$ cat src/rtl/spi_port_pkg.sv
package spi_port_pkg;
  localparam int BYTE_W = 8;

  typedef enum logic [1:0] {
    SEL_DATA = 2'd0,
    SEL_STAT = 2'd1,
    SEL_CTRL = 2'd2,
    SEL_NONE = 2'd3
  } reg_sel_e;

  // control register bit positions
  localparam int CB_COLL = 7;
  localparam int CB_OVRN = 6;
  localparam int CB_IFLG = 5;
  localparam int CB_IEN  = 4;
  localparam int CB_CPOL = 3;
endpackage

$ cat src/rtl/spi_bit_timer.sv
module spi_bit_timer #(
  parameter int DIV_A  = 4,
  parameter int DIV_B  = 16,
  parameter int DIV_C  = 64,
  parameter int NBITS  = 8
) (
  input  logic       clk,
  input  logic       rst_n,
  input  logic       start,
  input  logic [1:0] div_sel,
  input  logic       cpol,
  output logic       active,
  output logic       sclk,
  output logic       bit_end,
  output logic       done
);
  localparam int DMAX = (DIV_A > DIV_B) ? ((DIV_A > DIV_C) ? DIV_A : DIV_C)
                                        : ((DIV_B > DIV_C) ? DIV_B : DIV_C);
  localparam int CW = $clog2(DMAX);
  localparam int BW = $clog2(NBITS);

  logic          active_q, active_d;
  logic [CW-1:0] cnt_q, cnt_d;
  logic [CW-1:0] lim_q, lim_d, lim_sel;
  logic [BW-1:0] bit_q, bit_d;

  always_comb begin
    unique case (div_sel)
      2'b00:   lim_sel = CW'(DIV_A - 1);
      2'b01:   lim_sel = CW'(DIV_B - 1);
      default: lim_sel = CW'(DIV_C - 1);
    endcase
  end

  assign bit_end = active_q && (cnt_q == lim_q);
  assign done    = bit_end && (bit_q == BW'(NBITS - 1));
  assign active  = active_q;
  assign sclk    = active_q ? (cpol ^ (cnt_q > (lim_q >> 1))) : cpol;

  always_comb begin
    active_d = active_q;
    cnt_d    = cnt_q;
    bit_d    = bit_q;
    lim_d    = lim_q;
    if (start) begin
      active_d = 1'b1;
      cnt_d    = '0;
      bit_d    = '0;
      lim_d    = lim_sel;
    end else if (active_q) begin
      if (bit_end) begin
        cnt_d = '0;
        bit_d = bit_q + 1'b1;
        if (done) active_d = 1'b0;
      end else begin
        cnt_d = cnt_q + 1'b1;
      end
    end
  end

  always_ff @(posedge clk or negedge rst_n) begin
    if (!rst_n) begin
      active_q <= 1'b0;
      cnt_q    <= '0;
      bit_q    <= '0;
      lim_q    <= '0;
    end else begin
      active_q <= active_d;
      cnt_q    <= cnt_d;
      bit_q    <= bit_d;
      lim_q    <= lim_d;
    end
  end

  assert_start_clears_R12: assert property (@(posedge clk) disable iff (!rst_n)
    start |=> (active_q && cnt_q == '0 && bit_q == '0));
  assert_stop_after_last_R12: assert property (@(posedge clk) disable iff (!rst_n)
    done |=> !active_q);
endmodule

$ cat src/rtl/spi_shift_reg.sv
module spi_shift_reg #(
  parameter int W = 8
) (
  input  logic         clk,
  input  logic         rst_n,
  input  logic         load,
  input  logic [W-1:0] ld_data,
  input  logic         shift,
  input  logic         sin,
  output logic         sout,
  output logic [W-1:0] next_word
);
  logic [W-1:0] sr_q, sr_d;

  assign sout      = sr_q[W-1];
  assign next_word = {sr_q[W-2:0], sin};

  always_comb begin
    sr_d = sr_q;
    if (load)       sr_d = ld_data;
    else if (shift) sr_d = next_word;
  end

  always_ff @(posedge clk or negedge rst_n) begin
    if (!rst_n) sr_q <= '0;
    else        sr_q <= sr_d;
  end

  assert_load_value_R2: assert property (@(posedge clk) disable iff (!rst_n)
    load |=> (sr_q == $past(ld_data)));
endmodule

$ cat src/rtl/spi_byte_port.sv
module spi_byte_port
  import spi_port_pkg::*;
#(
  parameter int DIV_A = 4,
  parameter int DIV_B = 16,
  parameter int DIV_C = 64
) (
  input  logic       clk,
  input  logic       rst_n,
  input  logic [1:0] sel,
  input  logic       wr_en,
  input  logic       rd_en,
  input  logic [7:0] wdata,
  output logic [7:0] rdata,
  output logic       sclk,
  output logic       mosi,
  input  logic       miso,
  output logic       busy,
  output logic       irq
);
  // reset: asserted asynchronously, released on a clock edge
  logic [1:0] rst_pipe;
  logic       rs_n;
  always_ff @(posedge clk or negedge rst_n) begin
    if (!rst_n) rst_pipe <= 2'b00;
    else        rst_pipe <= {rst_pipe[0], 1'b1};
  end
  assign rs_n = rst_pipe[1];

  logic active, bit_end, done;
  logic [BYTE_W-1:0] rx_word;
  logic wr_data, wr_ctrl, accept, collide, rd_clr, store, overrun;

  logic [BYTE_W-1:0] rxbuf_q, rxbuf_d;
  logic full_q, full_d, coll_q, coll_d, ovrn_q, ovrn_d, iflg_q, iflg_d;
  logic ien_q, ien_d, cpol_q, cpol_d;
  logic [1:0] div_q, div_d;

  assign wr_data = wr_en && (sel == SEL_DATA);
  assign wr_ctrl = wr_en && (sel == SEL_CTRL);
  assign rd_clr  = rd_en && (sel == SEL_DATA);
  assign accept  = wr_data && !active;
  assign collide = wr_data && active;
  assign store   = done && (!full_q || rd_clr);
  assign overrun = done && full_q && !rd_clr;

  spi_bit_timer #(.DIV_A(DIV_A), .DIV_B(DIV_B), .DIV_C(DIV_C), .NBITS(BYTE_W)) i_timer (
    .clk(clk), .rst_n(rs_n), .start(accept), .div_sel(div_q), .cpol(cpol_q),
    .active(active), .sclk(sclk), .bit_end(bit_end), .done(done)
  );

  spi_shift_reg #(.W(BYTE_W)) i_shift (
    .clk(clk), .rst_n(rs_n), .load(accept), .ld_data(wdata), .shift(bit_end),
    .sin(miso), .sout(mosi), .next_word(rx_word)
  );

  always_comb begin
    rxbuf_d = store ? rx_word : rxbuf_q;
    full_d  = store | (full_q & ~rd_clr);
    coll_d  = collide | (coll_q & ~(wr_ctrl & ~wdata[CB_COLL]));
    ovrn_d  = overrun | (ovrn_q & ~(wr_ctrl & ~wdata[CB_OVRN]));
    iflg_d  = done    | (iflg_q & ~(wr_ctrl & ~wdata[CB_IFLG]));
    ien_d   = wr_ctrl ? wdata[CB_IEN]  : ien_q;
    cpol_d  = wr_ctrl ? wdata[CB_CPOL] : cpol_q;
    div_d   = wr_ctrl ? wdata[1:0]     : div_q;
  end

  always_ff @(posedge clk or negedge rs_n) begin
    if (!rs_n) begin
      rxbuf_q <= '0;
      full_q  <= 1'b0;
      coll_q  <= 1'b0;
      ovrn_q  <= 1'b0;
      iflg_q  <= 1'b0;
      ien_q   <= 1'b0;
      cpol_q  <= 1'b0;
      div_q   <= 2'b00;
    end else begin
      rxbuf_q <= rxbuf_d;
      full_q  <= full_d;
      coll_q  <= coll_d;
      ovrn_q  <= ovrn_d;
      iflg_q  <= iflg_d;
      ien_q   <= ien_d;
      cpol_q  <= cpol_d;
      div_q   <= div_d;
    end
  end

  always_comb begin
    unique case (sel)
      SEL_DATA: rdata = rxbuf_q;
      SEL_STAT: rdata = {6'b0, active, full_q};
      SEL_CTRL: rdata = {coll_q, ovrn_q, iflg_q, ien_q, cpol_q, 1'b0, div_q};
      default:  rdata = '0;
    endcase
  end

  assign busy = active;
  assign irq  = iflg_q & ien_q;

  assert_collide_flag_R5: assert property (@(posedge clk) disable iff (!rs_n)
    collide |=> coll_q);
  assert_coll_sticky_R6: assert property (@(posedge clk) disable iff (!rs_n)
    (coll_q && !(wr_ctrl && !wdata[CB_COLL])) |=> coll_q);
  assert_done_flags_R3: assert property (@(posedge clk) disable iff (!rs_n)
    done |=> (full_q && iflg_q));
  assert_buf_hold_R8: assert property (@(posedge clk) disable iff (!rs_n)
    (full_q && !rd_clr) |=> $stable(rxbuf_q));
  assert_read_clears_R7: assert property (@(posedge clk) disable iff (!rs_n)
    (rd_clr && !done) |=> !full_q);
endmodule

$ cat config.mk
export PLATFORM = sky130hd
export DESIGN_NAME = spi_byte_port
export DESIGN_NICKNAME = d
export VERILOG_FILES = /design/src/rtl/spi_port_pkg.sv /design/src/rtl/spi_bit_timer.sv /design/src/rtl/spi_shift_reg.sv /design/src/rtl/spi_byte_port.sv
export SDC_FILE = /design/constraint.sdc
export NUM_CORES = 1
export LEC_CHECK = 0
export BUFFER_PORTS_ARGS = -buffer_cell sky130_fd_sc_hd__buf_2
export CAP_MARGIN = 40
export CORE_UTILIZATION = 45
export CTS_CLUSTER_DIAMETER = 200
export DETAILED_ROUTE_END_ITERATION = 16
export PLACE_DENSITY_LB_ADDON = 0.12
export RECOVER_POWER = 25
export SETUP_SLACK_MARGIN = 0.5
export SLEW_MARGIN = 20
export SYNTH_ARGS = -nofsm -noshare
export SYNTH_HDL_FRONTEND = slang
export SYNTH_SLANG_ARGS = --single-unit
$ cat constraint.sdc
create_clock -name clk -period 2 [get_ports clk]
set_clock_uncertainty 0.2 [all_clocks]
set_input_delay 0.3 -clock clk [delete_from_list [all_inputs] [get_ports clk]]
set_output_delay 0.3 -clock clk [all_outputs]
set_load 0.05 [all_outputs]
==> impl_metrics.toml <==
[status]
outcome = "finished, violations left"
violations = "setup timing"

[synthesis]
ys_warn_count = 0
ys_seq_area_frac = 0.5098
synth-seq-cells = 39
synth_area_mm2 = 0.001914
ys_types = 34
synth_fp_nets = 208
syn-instance-count = 185
synth_area_per_cell_um2 = 10.35

[clocking]
cts_htree_levels = 2
numCtsBuffers = 5
clkTransAtPathRegs_ps = 80
cts_tree = "built"
clockBufferDepth = 2
clockRootBuffer = "clkbuf_8"
cts.sinks = 39
clk_latency_ps = 290

[power]
p_clk_frac = 0.133
powerDensity_mw_per_mm2 = 1363
p_sw_w = 0.001579
power.leakage_nw = 1.339
total_power_w = 0.003969
seq_power_share = 0.331
netSwitchingFraction = 0.3977
power.combinational.fraction = 0.536
ir_drop_mv = 0.9416
intPower_w = 0.002391

[finish]
nNetsFinal = 277
antenna_cells = 0
drive_above_1_share = 0.5059
area_growth_pct = 52.09
finalNonFillerCells = 305

[flow_run]
cap_violations = 0

[routing]
first_iter_violations = 62
drt_wl_total_um = 5048
wl_per_cell_um = 16.55
drc = 0
viasPerCell = 5.420
vias = 1653
postRouteAntennaNets = 0
dr.pass1.iters = 4

[setup_path]
crit_buf_inv = 3
max_stage_delay_ps = 390
cp.arrival_ps = 2070
rrSetupSlack_ps = -420
end_kind = "output port"
r2r-start = "i_timer.lim_q[3]$_DFFE_PN0P_"
path_max_fanout = 4
startpoint_type = "register"
reg2reg_depth = 7
cp.required_ps = 1500
cp_cell_sequence = "inv_2 -> ha_4 -> a211o_1 -> a31oi_1 -> a21boi_2 -> buf_4 -> xor2_2 -> buf_6"
slowest_stage = "dfrtp_1"
reg2reg_to = "rxbuf_q[2]$_DFFE_PN0P_"
critPathTopFamily = "compound AO/OA/AOI/OAI gates"
crit_type = "register to output port"

[grt]
antenna_found_initial = 0
grtUsageTotal = 0.2357
gr-total-overflow = 0
grt_max_degree = 38
grt_first_pass_wirelength_um = 7769
first_global_vias = 1697

[placement]
dp_cells = 278
portBuffers = 26
gp_congestion = 0.8028
dp_slack_ps = -351.3
dp_hpwl_um = 3245

[floorplan]
die_h_um = 67.23
core_mm2 = 0.004029
rows = 23
die-area_mm2 = 0.004519
fp.dieW_um = 67.23
initial_core_util = 0.4752
pin_count = 27

[sta]
holdWs_ps = 35.11
drv_slew = 0
max_slew_margin = 0.3808
rsz0062_at_grt = "yes"
setup_slack_ps = -568.3
final.setup.tns_ps = -7362
hold_viol = 0
finalCriticalPeriod_ps = 2568
worstMarginPinSlew_ps = 928.8
setup_viol = 27
period_share = 1.284
fmax_mhz = 389.4

[worst_hold_path]
min-delay-start = "wdata[2]"
hp-class = "input port to register"
holdPathStages = 3
hold_end = "i_shift.sr_q[2]$_DFFE_PN0P_"
cell families after synthesis:
group                      synth area share
muxes                                0.1072
buffers and inverters               0.02614
and+or+nand+nor                      0.1523
AOI/OAI and AO/OA                    0.1137
xor gates and xnor gates            0.03660
adders and majority gates           0.05229
DFF                                  0.5098
other                              0.001959
power groups by stage:
stage	Combinational [W]	Clock, W	Sequential, W
after global routing	0.00231	0.000576	0.00135
after floorplan	0.00100	0	0.00131
after global placement	0.00151	0	0.00127
after detailed placement	0.00156	0	0.00129
final	0.00213	0.000527	0.00132
after CTS	0.00189	0.000541	0.00129
how the worst max path moves through the flow:
stage,endpoint,startpoint,cells after the start,slack [ps]
6_report,sclk,i_timer.lim_q[4]$_DFFE_PN0P_,8,-570
2_1_floorplan,rxbuf_q[0]$_DFFE_PN0P_,i_timer.cnt_q[4]$_DFFE_PN0P_,6,-430
3_5_place_dp,sclk,i_timer.lim_q[4]$_DFFE_PN0P_,8,-350
3_3_place_gp,sclk,i_timer.cnt_q[3]$_DFFE_PN0P_,7,-320
5_1_grt,sclk,i_timer.lim_q[4]$_DFFE_PN0P_,8,-670
4_1_cts,sclk,i_timer.cnt_q[2]$_DFFE_PN0P_,7,-460
layout make-up:
| cell class | count | area (µm²) |
|---|---|---|
| clock inverters | 3 | 20.02 |
| well taps | 50 | 62.56 |
| flip-flops and latches | 39 | 978.4 |
| multi-input cells | 133 | 1167 |
| repair buffers | 70 | 595.6 |
| inverters | 5 | 18.77 |
| fillers | 296 | 1117 |
| clock buffers | 5 | 68.82 |
routing by layer:
layer,vias up,global-route usage,share of wire
met3,6,0.06081,0.035
met1,836,0.3039,0.44
met4,0,0.08245,0.0093
met2,31,0.3825,0.52
met5,-,0,0
li1,780,-,-
layout by cell type (no fill, tap or decap), types with 3 or more instances in the layout:
cell type,instances
dfrtp_1,37
buf_4,32
nand2_1,20
buf_2,14
buf_6,13
nor2_1,11
o21ai_0,9
mux2_4,8
buf_8,8
xor2_1,7
mux2i_2,6
a21oi_1,6
nand3_1,6
nor2_4,5
clkbuf_8,5
mux2_2,4
ha_1,4
ha_4,4
inv_2,3
nor2b_1,3
a31oi_1,3
nor3_1,3
through the flow:
step | instance area [µm²] | util
2_1_floorplan | 2056 | -
6_report | 2912 | 0.7227
5_1_grt | 2912 | 0.7227
3_5_place_dp | 2390 | 0.5932
3_3_place_gp | 2390 | 0.5932
4_1_cts | 2775 | 0.6888
sequential cells by signal, summed over array words and instances, names as in the netlist:
signal and count:
ien_q 1, iflg_q 1, full_q 1, ovrn_q 1, i_timer.lim_q 3, cpol_q 1
coll_q 1, i_timer.active 1, i_timer.cnt_q 6, i_shift.sr_q 8, rxbuf_q 8, i_timer.bit_q 3
div_q 2, rst_pipe 2
tightest hold or removal path, delay by kind of cell:
family,cells,cell delay [ps]
and+or+nand+nor,1,60
buffers and inverters,1,80
AOI/OAI and AO/OA,1,60
cells in the mapped netlist, drive strengths merged:
cell	count	share of area
o2111ai	2	0.0092
nand2	22	0.043
nor2	17	0.033
conb	1	0.0020
nor3	3	0.0078
a21boi	1	0.0039
xor2	8	0.037
o2bb2ai	1	0.0046
nor4	1	0.0033
dfrtp	39	0.51
and2	2	0.0065
clkbuf	5	0.0098
a31oi	3	0.0098
mux2i	7	0.037
nor3b	1	0.0039
o21ai	13	0.034
nor2b	4	0.013
ha	8	0.052
or4	1	0.0039
buf	3	0.0065
a211oi	1	0.010
o22ai	3	0.0098
a32o	1	0.0052
and4b	1	0.0052
a21oi	7	0.018
a211o	1	0.0046
nand2b	3	0.0098
a22oi	1	0.0039
inv	5	0.0098
and3	1	0.0033
nand4	1	0.0033
mux2	12	0.071
nand3	6	0.016
repair_timing:
action,4_1_cts,5_1_grt
endpoints found under the hold margin,2,0
pin swaps,14,8
setup buffers,10,7
setup endpoints to repair,41,41
gates cloned,1,0
resized for setup,59,19
hold buffers,1,0
Note: power is estimated with default switching activity, not from simulation.
